===== src/rtl/i2cmb_pkg.sv =====
package i2cmb_pkg;

  // Bus-level operations the bit engine can run
  typedef enum logic [2:0] {
    OP_START,
    OP_RESTART,
    OP_STOP,
    OP_WRBYTE,
    OP_RDBYTE
  } bus_op_e;

  // Transaction sequencer states
  typedef enum logic [3:0] {
    SQ_IDLE,
    SQ_START,
    SQ_ADDR_W,
    SQ_REGNUM,
    SQ_WDATA,
    SQ_RESTART,
    SQ_ADDR_R,
    SQ_RDATA,
    SQ_STOP
  } seq_state_e;

  localparam logic [1:0] OFS_STATUS = 2'd0;
  localparam logic [1:0] OFS_WEXT   = 2'd1;
  localparam logic [1:0] OFS_CMD    = 2'd2;
  localparam logic [1:0] OFS_REXT   = 2'd3;

  localparam logic [7:0] OPC_WRITE = 8'hC4;
  localparam logic [7:0] OPC_READ  = 8'hC0;

  localparam int STS_BUSY  = 12;
  localparam int STS_NACK  = 13;
  localparam int STS_RDONE = 14;

endpackage


===== src/rtl/i2cmb_bitgen.sv =====
module i2cmb_bitgen
  import i2cmb_pkg::*;
#(
  parameter int CLK_DIV     = 4,
  parameter int SYNC_STAGES = 2
) (
  input  logic       clk,
  input  logic       rst_n,
  input  logic       go,
  input  bus_op_e    op,
  input  logic [7:0] tx_byte,
  input  logic       sda_in,
  output logic       done,
  output logic       ack_ok,
  output logic [7:0] rx_byte,
  output logic       scl_oe,
  output logic       sda_oe
);

  localparam int CW = (CLK_DIV > 1) ? $clog2(CLK_DIV) : 1;
  localparam logic [CW-1:0] DIV_LAST = CW'(CLK_DIV - 1);

  logic [SYNC_STAGES-1:0] sync_q;
  logic                   sda_s;
  logic                   act;
  bus_op_e                op_q;
  logic [1:0]             qtr;
  logic [3:0]             bidx;
  logic [CW-1:0]          div;
  logic [7:0]             sh;
  logic                   is_byte;
  logic                   cur_b;
  logic                   nxt_b;

  // Pin levels {scl_lo, sda_lo} for each quarter of each operation
  function automatic logic [1:0] pins(bus_op_e o, logic [1:0] q, logic b);
    logic [1:0] r;
    case (o)
      OP_START:   r = (q == 2'd0) ? 2'b00 : (q == 2'd3) ? 2'b11 : 2'b01;
      OP_RESTART: r = (q == 2'd0) ? 2'b10 : (q == 2'd1) ? 2'b00 :
                      (q == 2'd2) ? 2'b01 : 2'b11;
      OP_STOP:    r = (q == 2'd0) ? 2'b11 : (q == 2'd1) ? 2'b01 : 2'b00;
      default:    r = {(q == 2'd0) || (q == 2'd3), ~b};
    endcase
    return r;
  endfunction

  always_ff @(posedge clk or negedge rst_n) begin
    if (!rst_n) sync_q <= '1;
    else        sync_q <= {sync_q[SYNC_STAGES-2:0], sda_in};
  end
  assign sda_s = sync_q[SYNC_STAGES-1];

  assign is_byte = (op_q == OP_WRBYTE) || (op_q == OP_RDBYTE);
  assign cur_b   = (bidx == 4'd8) || (op_q != OP_WRBYTE) || sh[7];
  assign nxt_b   = (bidx == 4'd7) || (op_q != OP_WRBYTE) || sh[6];

  always_ff @(posedge clk or negedge rst_n) begin
    if (!rst_n) begin
      act     <= 1'b0;
      op_q    <= OP_STOP;
      qtr     <= 2'd0;
      bidx    <= 4'd0;
      div     <= '0;
      sh      <= 8'h00;
      rx_byte <= 8'h00;
      ack_ok  <= 1'b0;
      done    <= 1'b0;
      scl_oe  <= 1'b0;
      sda_oe  <= 1'b0;
    end else begin
      done <= 1'b0;
      if (!act) begin
        if (go) begin
          act  <= 1'b1;
          op_q <= op;
          qtr  <= 2'd0;
          bidx <= 4'd0;
          div  <= DIV_LAST;
          sh   <= tx_byte;
          {scl_oe, sda_oe} <= pins(op, 2'd0, (op != OP_WRBYTE) || tx_byte[7]);
        end
      end else if (div != '0) begin
        div <= div - 1'b1;
      end else begin
        div <= DIV_LAST;
        if (qtr == 2'd2 && is_byte) begin
          if (bidx != 4'd8) rx_byte <= {rx_byte[6:0], sda_s};
          else              ack_ok  <= ~sda_s;
        end
        if (qtr != 2'd3) begin
          qtr <= qtr + 2'd1;
          {scl_oe, sda_oe} <= pins(op_q, qtr + 2'd1, cur_b);
        end else if (is_byte && bidx != 4'd8) begin
          bidx <= bidx + 4'd1;
          sh   <= {sh[6:0], 1'b0};
          qtr  <= 2'd0;
          {scl_oe, sda_oe} <= pins(op_q, 2'd0, nxt_b);
        end else begin
          act  <= 1'b0;
          done <= 1'b1;
        end
      end
    end
  end

  // data may only move under a high clock during start/stop framing
  a_r9_sda_under_scl_high: assert property (@(posedge clk) disable iff (!rst_n)
    (!$past(scl_oe) && !scl_oe && (sda_oe != $past(sda_oe)))
      |-> (op_q == OP_START || op_q == OP_RESTART || op_q == OP_STOP));

endmodule


===== src/rtl/i2cmb_seq.sv =====
module i2cmb_seq
  import i2cmb_pkg::*;
(
  input  logic       clk,
  input  logic       rst_n,
  input  logic       cmd_go,
  input  logic       cmd_rd,
  input  logic [6:0] cmd_dev,
  input  logic [7:0] cmd_reg,
  input  logic [7:0] cmd_dat,
  input  logic       eng_done,
  input  logic       eng_ack,
  input  logic [7:0] eng_rx,
  output logic       eng_go,
  output bus_op_e    eng_op,
  output logic [7:0] eng_tx,
  output logic       busy,
  output logic       txn_end,
  output logic       txn_rd,
  output logic       txn_fail,
  output logic [7:0] txn_byte
);

  seq_state_e state;
  logic [6:0] dev_q;
  logic [7:0] reg_q;
  logic [7:0] dat_q;
  logic       kick;

  assign busy   = (state != SQ_IDLE);
  assign eng_go = kick;

  always_comb begin
    eng_op = OP_STOP;
    eng_tx = 8'h00;
    case (state)
      SQ_START:   eng_op = OP_START;
      SQ_ADDR_W:  begin eng_op = OP_WRBYTE; eng_tx = {dev_q, 1'b0}; end
      SQ_REGNUM:  begin eng_op = OP_WRBYTE; eng_tx = reg_q; end
      SQ_WDATA:   begin eng_op = OP_WRBYTE; eng_tx = dat_q; end
      SQ_RESTART: eng_op = OP_RESTART;
      SQ_ADDR_R:  begin eng_op = OP_WRBYTE; eng_tx = {dev_q, 1'b1}; end
      SQ_RDATA:   eng_op = OP_RDBYTE;
      default:    eng_op = OP_STOP;
    endcase
  end

  always_ff @(posedge clk or negedge rst_n) begin
    if (!rst_n) begin
      state    <= SQ_IDLE;
      dev_q    <= 7'h00;
      reg_q    <= 8'h00;
      dat_q    <= 8'h00;
      kick     <= 1'b0;
      txn_end  <= 1'b0;
      txn_rd   <= 1'b0;
      txn_fail <= 1'b0;
      txn_byte <= 8'h00;
    end else begin
      kick    <= 1'b0;
      txn_end <= 1'b0;
      if (state == SQ_IDLE) begin
        if (cmd_go) begin
          dev_q    <= cmd_dev;
          reg_q    <= cmd_reg;
          dat_q    <= cmd_dat;
          txn_rd   <= cmd_rd;
          txn_fail <= 1'b0;
          state    <= SQ_START;
          kick     <= 1'b1;
        end
      end else if (eng_done) begin
        kick <= 1'b1;
        case (state)
          SQ_START: state <= SQ_ADDR_W;
          SQ_ADDR_W: begin
            if (!eng_ack) begin txn_fail <= 1'b1; state <= SQ_STOP; end
            else state <= SQ_REGNUM;
          end
          SQ_REGNUM: begin
            if (!eng_ack) begin txn_fail <= 1'b1; state <= SQ_STOP; end
            else state <= txn_rd ? SQ_RESTART : SQ_WDATA;
          end
          SQ_WDATA: begin
            if (!eng_ack) txn_fail <= 1'b1;
            state <= SQ_STOP;
          end
          SQ_RESTART: state <= SQ_ADDR_R;
          SQ_ADDR_R: begin
            if (!eng_ack) begin txn_fail <= 1'b1; state <= SQ_STOP; end
            else state <= SQ_RDATA;
          end
          SQ_RDATA: begin
            txn_byte <= eng_rx;
            state    <= SQ_STOP;
          end
          default: begin
            state   <= SQ_IDLE;
            kick    <= 1'b0;
            txn_end <= 1'b1;
          end
        endcase
      end
    end
  end

  // the sequencer leaves idle only on an accepted command
  a_r4_busy_needs_cmd: assert property (@(posedge clk) disable iff (!rst_n)
    $rose(busy) |-> $past(cmd_go));

  // an accepted command always makes the block busy
  a_r4_cmd_makes_busy: assert property (@(posedge clk) disable iff (!rst_n)
    cmd_go |=> busy);

endmodule


===== src/rtl/i2cmb_regs.sv =====
module i2cmb_regs
  import i2cmb_pkg::*;
(
  input  logic        clk,
  input  logic        rst_n,
  input  logic        host_we,
  input  logic [1:0]  host_addr,
  input  logic [15:0] host_wdata,
  output logic [15:0] host_rdata,
  input  logic        busy,
  input  logic        txn_end,
  input  logic        txn_rd,
  input  logic        txn_fail,
  input  logic [7:0]  txn_byte,
  output logic        cmd_go,
  output logic        cmd_rd,
  output logic [6:0]  cmd_dev,
  output logic [7:0]  cmd_reg,
  output logic [7:0]  cmd_dat
);

  logic [15:0] wext_q;
  logic [7:0]  rbyte_q;
  logic        rdone_q;
  logic        nack_q;
  logic        busy_eff;
  logic        sts_wr;
  logic [7:0]  opc;

  // Busy stays visible until the outcome flags have landed
  assign busy_eff = busy | txn_end;
  assign sts_wr   = host_we && (host_addr == OFS_STATUS);
  assign opc      = host_wdata[15:8];

  assign cmd_go  = host_we && (host_addr == OFS_CMD) && !busy_eff &&
                   !host_wdata[0] && ((opc == OPC_WRITE) || (opc == OPC_READ));
  assign cmd_rd  = (opc == OPC_READ);
  assign cmd_dev = host_wdata[7:1];
  assign cmd_reg = wext_q[7:0];
  assign cmd_dat = wext_q[15:8];

  always_ff @(posedge clk or negedge rst_n) begin
    if (!rst_n) begin
      wext_q  <= 16'h0000;
      rbyte_q <= 8'h00;
      rdone_q <= 1'b0;
      nack_q  <= 1'b0;
    end else begin
      if (host_we && host_addr == OFS_WEXT) wext_q <= host_wdata;

      if (txn_end && txn_rd)                rdone_q <= 1'b1;
      else if (sts_wr && host_wdata[STS_RDONE]) rdone_q <= 1'b0;

      if (txn_end && txn_fail)              nack_q <= 1'b1;
      else if (sts_wr && host_wdata[STS_NACK])  nack_q <= 1'b0;

      if (txn_end && txn_rd && !txn_fail)   rbyte_q <= txn_byte;
    end
  end

  always_comb begin
    host_rdata = 16'h0000;
    case (host_addr)
      OFS_STATUS: begin
        host_rdata[STS_BUSY]  = busy_eff;
        host_rdata[STS_NACK]  = nack_q;
        host_rdata[STS_RDONE] = rdone_q;
      end
      OFS_WEXT: host_rdata = wext_q;
      OFS_REXT: host_rdata = {rbyte_q, 8'h00};
      default:  host_rdata = 16'h0000;
    endcase
  end

  // every finished read, good or failed, raises read-done
  a_r3_read_posts_done: assert property (@(posedge clk) disable iff (!rst_n)
    (txn_end && txn_rd) |=> rdone_q);

  // a failed transfer always leaves the error flag set
  a_r8_fail_sets_flag: assert property (@(posedge clk) disable iff (!rst_n)
    (txn_end && txn_fail) |=> nack_q);

endmodule


===== src/rtl/i2c_mailbox_master.sv =====
module i2c_mailbox_master
  import i2cmb_pkg::*;
#(
  parameter int CLK_DIV     = 4,
  parameter int SYNC_STAGES = 2
) (
  input  logic        clk,
  input  logic        rst_n,
  input  logic        host_we,
  input  logic [1:0]  host_addr,
  input  logic [15:0] host_wdata,
  output logic [15:0] host_rdata,
  output logic        scl_oe,
  output logic        sda_oe,
  input  logic        sda_in
);

  logic       cmd_go;
  logic       cmd_rd;
  logic [6:0] cmd_dev;
  logic [7:0] cmd_reg;
  logic [7:0] cmd_dat;
  logic       eng_go;
  bus_op_e    eng_op;
  logic [7:0] eng_tx;
  logic       eng_done;
  logic       eng_ack;
  logic [7:0] eng_rx;
  logic       seq_busy;
  logic       txn_end;
  logic       txn_rd;
  logic       txn_fail;
  logic [7:0] txn_byte;

  i2cmb_regs u_regs (
    .clk        (clk),
    .rst_n      (rst_n),
    .host_we    (host_we),
    .host_addr  (host_addr),
    .host_wdata (host_wdata),
    .host_rdata (host_rdata),
    .busy       (seq_busy),
    .txn_end    (txn_end),
    .txn_rd     (txn_rd),
    .txn_fail   (txn_fail),
    .txn_byte   (txn_byte),
    .cmd_go     (cmd_go),
    .cmd_rd     (cmd_rd),
    .cmd_dev    (cmd_dev),
    .cmd_reg    (cmd_reg),
    .cmd_dat    (cmd_dat)
  );

  i2cmb_seq u_seq (
    .clk      (clk),
    .rst_n    (rst_n),
    .cmd_go   (cmd_go),
    .cmd_rd   (cmd_rd),
    .cmd_dev  (cmd_dev),
    .cmd_reg  (cmd_reg),
    .cmd_dat  (cmd_dat),
    .eng_done (eng_done),
    .eng_ack  (eng_ack),
    .eng_rx   (eng_rx),
    .eng_go   (eng_go),
    .eng_op   (eng_op),
    .eng_tx   (eng_tx),
    .busy     (seq_busy),
    .txn_end  (txn_end),
    .txn_rd   (txn_rd),
    .txn_fail (txn_fail),
    .txn_byte (txn_byte)
  );

  i2cmb_bitgen #(
    .CLK_DIV     (CLK_DIV),
    .SYNC_STAGES (SYNC_STAGES)
  ) u_bitgen (
    .clk     (clk),
    .rst_n   (rst_n),
    .go      (eng_go),
    .op      (eng_op),
    .tx_byte (eng_tx),
    .sda_in  (sda_in),
    .done    (eng_done),
    .ack_ok  (eng_ack),
    .rx_byte (eng_rx),
    .scl_oe  (scl_oe),
    .sda_oe  (sda_oe)
  );

  // with no transfer running, both lines are left to the pull-ups
  a_r1_idle_lines_free: assert property (@(posedge clk) disable iff (!rst_n)
    !seq_busy |-> (!scl_oe && !sda_oe));

endmodule


===== config.mk =====
export PLATFORM = sky130hd
export DESIGN_NAME = i2c_mailbox_master
export DESIGN_NICKNAME = d
export VERILOG_FILES = /design/src/rtl/i2cmb_pkg.sv /design/src/rtl/i2cmb_bitgen.sv /design/src/rtl/i2cmb_seq.sv /design/src/rtl/i2cmb_regs.sv /design/src/rtl/i2c_mailbox_master.sv
export SDC_FILE = /design/constraint.sdc
export NUM_CORES = 1
export LEC_CHECK = 0
export BUFFER_PORTS_ARGS = -buffer_cell sky130_fd_sc_hd__buf_2
export CORE_ASPECT_RATIO = 0.75
export CORE_MARGIN = 3
export CORE_UTILIZATION = 35
export CTS_CLUSTER_SIZE = 30
export DETAILED_ROUTE_END_ITERATION = 10
export SLEW_MARGIN = 30
export SYNTH_ARGS = -nofsm -noshare
export SYNTH_HDL_FRONTEND = slang
export SYNTH_SLANG_ARGS = --single-unit
export TNS_END_PERCENT = 10

===== constraint.sdc =====
create_clock -name clk -period 5.5 [get_ports clk]
set_input_delay 1.1 -clock clk [delete_from_list [all_inputs] [get_ports clk]]
set_output_delay 1.1 -clock clk [all_outputs]
set_load 0.01 [all_outputs]

After elaboration in Yosys (flattened, before gate mapping) --
Cells that the tools add are included.
Cells by class: mux-type cells 76, add/sub/neg operators 3, equal/unequal tests 34, bitwise gates (word level) 9, reductions and logical operators 48
Operators by type and width (number):
- two-way mux 4 bit | 11
- two-way mux 8 bit | 5
- two-way mux 1 bit | 37
- case mux 8 bit (4 select lines) | 1
- two-way mux 2 bit | 14
- case mux 12 bit (2 select lines) | 1
- case mux 4 bit (6 select lines) | 1
- == test 4 x 3 -> 1 bit (second input constant) | 5
- case mux 2 bit (3 select lines) | 3
- == test 8 bit (second input constant) | 2
- AND reduction 4 bit | 4
- logical AND 1 bit | 13
- != test 2 bit (second input constant) | 6
- case mux 3 bit (4 select lines) | 1
- nonzero test 2 bit | 6
- == test 2 bit (second input constant) | 5
- == test 3 x 2 -> 1 bit (second input constant) | 3
- case mux 3 bit (3 select lines) | 1
- == test 4 x 2 -> 1 bit (second input constant) | 2
- logical OR 1 bit | 8
- inverter 1 bit | 8
- OR reduction 7 bit | 1
- == test 3 x 1 -> 1 bit (second input constant) | 2
- zero test 3 bit | 2
- 20 further kinds | 28
Storage, ports and cells: register bits after elaboration 99, word-level logic and storage cells 195, input bits 22, output and inout port bits 18

Longest topological paths before layout --
depth after elaboration 9, mapped depth 7, mapped depth without buffers 6

Cells and area by module --
From an unflattened synthesis, not the netlist that was laid out.
Unflattened totals: cell total of the unflattened synthesis 398, area total of the unflattened synthesis 4978.5 um^2
Modules (own cells, without submodules):
- i2cmb_seq | instances 1, area an instance 1943.1 um^2, cells each 137, sequential area each 975.9 um^2
- i2cmb_bitgen | instances 1, area an instance 1705.4 um^2, cells each 158, sequential area each 854.6 um^2
- i2cmb_regs | instances 1, area an instance 1330.0 um^2, cells each 103, sequential area each 650.6 um^2

Worst setup path after synthesis --
OpenSTA, ideal clock, no wires.
path type input to output, from input host_addr[1], to output host_rdata[14], buffers on the path 1, path slack 2.359 ns, stages on the path 3, data required time 4.400 ns, arrival 2.041 ns, cells stage by stage buf_1 -> mux2_2 -> a22o_1
Between the ends: longest elaborated chain between the ends 2, elaborated cells between the ends (all ways) 4, those cells by class eq/ne: 2; mux: 1; reduce/logical: 1
Ends and longest elaborated chain:
- start: declaration | RTL line i2c_mailbox_master.sv:10 | input logic [1:0] host_addr,
- == test 2 bit (tied with other cells) | RTL line i2cmb_regs.sv:63 | case (host_addr)
- case mux 3 bit (3 select lines) (*) | RTL line i2cmb_regs.sv:63
- end: declaration | RTL line i2c_mailbox_master.sv:12 | output logic [15:0] host_rdata,
Mark *: on every way between the ends. The rest lies on a longest branch, timed or not.

Worst setup path in the final report --
from input host_addr[0], to output host_rdata[5]
Between the ends: longest elaborated chain between the ends 2, elaborated cells between the ends (all ways) 3, those cells by class eq/ne: 2; mux: 1
Ends and longest elaborated chain (RTL line):
- == test 2 bit / == test 2 x 1 -> 1 bit (equally long branches) | i2cmb_regs.sv:63
- case mux 12 bit (2 select lines) (*) | i2cmb_regs.sv:63
Marks and branches as above.

==> run_results.csv <==
group,metric,value,unit
status,outcome,"finished clean",
detailed_routing,detail_route.wl_per_cell,17.5,microns
timing,finalHoldWorstSlack,0.359,ns
pwr,leakage,2.50,nW
cts,cts.htree.levels,3,
pwr,p_per_area,284,nW/um^2
global_routing,vias_in_the_first_global_route,3301,
global_routing,grt.overflow.total,0,
final_layout,multi_input_area,2170,sq um
pwr,power.net_switching,0.000367,W
floorplanning,num_io_pins,40,
cts,cts_buffers,9,
cts,cts-root-to-sink-buffers,2,
cts,clkSinkCount,99,
setup_path,critical_path.most_common_cell,"buf_2",
global_routing,gr-usage-all-layers,0.146,
setup_path,cp.buffers_inverters,2,
final_layout,diodes,0,
pwr,peakVddDrop,177,uV
yosys,yosys_warnings,0,
cts,cts.clk_slew.worst_paths,0.07,ns
timing,final_min_period_over_clock_period,0.611,
timing,worst-slew-pin-transition,0.780,ns
floorplanning,die_h,108,microns
pwr,internal_power_contribution,0.00118,W
timing,max_clock_freq,0.297,GHz
pwr,combinational_share_of_power,0.063,
yosys,synth_top_area_frac,0.497,
setup_path,timing.critical_path.slowest_cell_delay,0.62,ns
timing,rsz0062_at_grt,"false",
cts,cts_root_buffer,"clkbuf_16",
yosys,synth.distinct_cells,56,
setup_path,crit_path_cell_trace,"buf_2 > nor2b_1 > and2_1 > buf_2",
yosys,postSynthCellCount,401,
cts,clk-insertion-delay-late,0.35,ns
floorplanning,dieArea,15300,sq um
final_layout,syn2layout_area_growth,12.6,%
cts,post_cts.resized_instances,0,
yosys,syn-num-nets,429,
setup_path,critical_path_arrival,2.26,ns
final_layout,seqCellArea,2480,sq um
timing,final_report_hold_violation_count,0,
yosys,async_flop_share,1.00,
placed_design,port_buffers,39,
detailed_routing,drt_wl_total,10600,microns
floorplanning,start_util,0.365,
placed_design,detailed_place_hpwl,7660,microns
setup_path,worst_setup_path_end_kind,"output pin",
global_routing,global_route_wire_length_before_repair,17600,microns
cts,clock_tree_from_tritoncts,"done",
final_layout,layout-drive-gt1-share,0.314,
final_layout,layout.core_utilization,0.411,
yosys,post_synth_main_area_contributors,"dfrtp_1, mux2_2, mux2_4",
floorplanning,die-width,142,microns
floorplanning,number_of_placement_rows,36,
final_layout,layout.nets,459,
detailed_routing,vias,3231,
cts,post_cts_hold_buffer_count,0,
pwr,power.switching_fraction,0.237,
setup_path,r2r-start,"u_seq.state[1]",
setup_path,crit_fanout,13,
floorplanning,core_area,13200,sq um
pwr,power.clock.fraction,0.430,
detailed_routing,drt.antenna.violating_nets,0,
setup_path,cp.required,4.40,ns
job,cap_viol_max_count,0,
setup_path,worst_path_max_delay_cell,"nor2b_1",
yosys,ys.flop_type,"dfrtp_1",
detailed_routing,detail_route.drc_violations,0,
timing,slew_viol_final,0,
yosys,synth_enable_flop_cells,0,
worst_hold_path,min_path_type,"reg2reg",
timing,minimum_clock_period_after_layout,3.36,ns
pwr,sequentialPowerShare,0.507,
yosys,synth.avg_cell_area,12.1,sq um
yosys,synthesis.area,4830,sq um
detailed_routing,routed_via_density,5.32,
worst_hold_path,min-delay-start,"u_bitgen.sync_q[0]",
setup_path,worstSetupPathType,"in2out",
cts,cts_post_setup_buffers_inserted,0,
yosys,yosysSeqAreaShare,0.513,
setup_path,critical_path.top_delay_family,"simple AND/OR/NAND/NOR gates",
placed_design,gp_congestion,0.901,
timing,max_slew_margin,0.479,
setup_path,critPathLaunchType,"input port",
detailed_routing,initialDrtViolationCount,197,
global_routing,grt_antenna_before_repair,0,
global_routing,grt_start_max_net_pins,56,
detailed_routing,detailedRoute.firstPassIterationCount,5,
yosys,yosys.area.top_type,"dfrtp_1",
timing,setup-tns-final,0,ns
timing,finalClockSkew,0.00829,ns
timing,finalSetupViolCount,0,
setup_path,critical_path_start,"host_addr[0]",
final_layout,final.fill_count,1284,
yosys,synth.ff_latch_count,99,
[logic make-up after synthesis]
family                     after synthesis  synth area share
and+or+nand+nor                        111             0.134
muxes                                   77             0.190
xor gates and xnor gates                 1           0.00181
adders and majority gates                6            0.0155
DFF                                     99             0.513
AOI/OAI and AO/OA                       74             0.109
buffers and inverters                   33            0.0370
[sequential cells by signal, indices dropped and copies added, names as in the netlist, 4 cells and up]
register / flops
u_seq.reg_q: 8
u_seq.txn_byte: 8
u_regs.rbyte_q: 8
u_seq.state: 4
u_seq.dat_q: 8
u_bitgen.rx_byte: 8
u_seq.dev_q: 7
u_bitgen.bidx: 4
u_bitgen.sh: 8
u_regs.wext_q: 16
[layer usage]
metal	vias up	wire, microns	GRT usage
met4	0	133	0.0397
met3	10	468	0.0351
met2	72	4730	0.218
met1	1634	5260	0.212
li1	1515	-	-
met5	-	0	0
[cell usage in the layout, fill, tap and decap left out, types with 3 or more instances in the layout]
cell       count
a22o_1         6
dfstp_2        3
buf_4          3
or2_2          3
a21oi_1        9
o21ai_0        8
inv_1         11
nor2_1        11
nand2b_1       7
dfrtp_1       96
o41ai_1        3
a31oi_1       14
mux2i_1        9
nor2b_1       13
clkbuf_16      9
o31ai_1        4
nand2_1       22
nand4b_1       3
ha_1           6
nand3b_1       4
buf_2         38
nor3_1        13
mux2_2        51
a21o_1         3
and2_1        11
a22oi_1       13
mux2_4        17
and3_1         4
nand3_1        6
[stage by stage]
step / area [sq um] / total power (W) / worst slack (ns) / cells
global route: 5450 / 0.00161 / 1.96 / 607
finish: 5450 / 0.00155 / 2.14 / 607
detailed placement: 5120 / 0.000898 / 2.11 / 591
floorplan: 4830 / 0.000844 / 2.36 / 401
global placement: 5120 / 0.000895 / 2.17 / 591
CTS: 5450 / 0.00157 / 2.11 / 607
[power groups by stage]
stage	registers (W)	clock network, W	logic [W]
after floorplan	0.000786	0	0.0000583
after global placement	0.000798	0	0.0000962
after detailed placement	0.000799	0	0.0000991
after CTS	0.000785	0.000683	0.0000995
after global routing	0.000789	0.000712	0.000109
final	0.000785	0.000665	0.0000971
[worst paths after layout]
kind / end / slack, ns / depth (start not counted)
max in group asynchronous: u_bitgen.op_q[1] / 3.65 / 2
worst min register to register: u_bitgen.sync_q[1] / 0.36 / 0
worst min-delay path: u_bitgen.sync_q[1] / 0.36 / 0
worst max-delay path: host_rdata[5] / 2.14 / 4
worst max register to register: u_seq.dev_q[1] / 2.74 / 5
min in group asynchronous: u_regs.wext_q[4] / 0.81 / 1
[Yosys cell counts (3+ instances only)]
master and n:
a21o_1 3, a21oi_1 9, a22o_1 6, a22oi_1 13, a31oi_1 14, and2_1 11, and3_1 4, buf_2 3
clkbuf_1 12, dfrtp_1 96, dfstp_2 3, ha_1 6, inv_1 11, mux2_2 51, mux2_4 17, mux2i_1 9
nand2_1 22, nand2b_1 7, nand3_1 6, nand3b_1 4, nand4b_1 3, nor2_1 11, nor2b_1 13, nor3_1 13
o21ai_0 8, o31ai_1 4, o41ai_1 3, or2_2 3
[cell type report]
class | instances | area share
repair buffers | 41 | 0.0391
multi-input cells | 269 | 0.399
inverters | 11 | 0.00758
well taps | 171 | 0.0393
clock inverters | 6 | 0.0152
clock buffers | 10 | 0.0439
flip-flops and latches | 99 | 0.456
(Power assumes the default switching activity.)
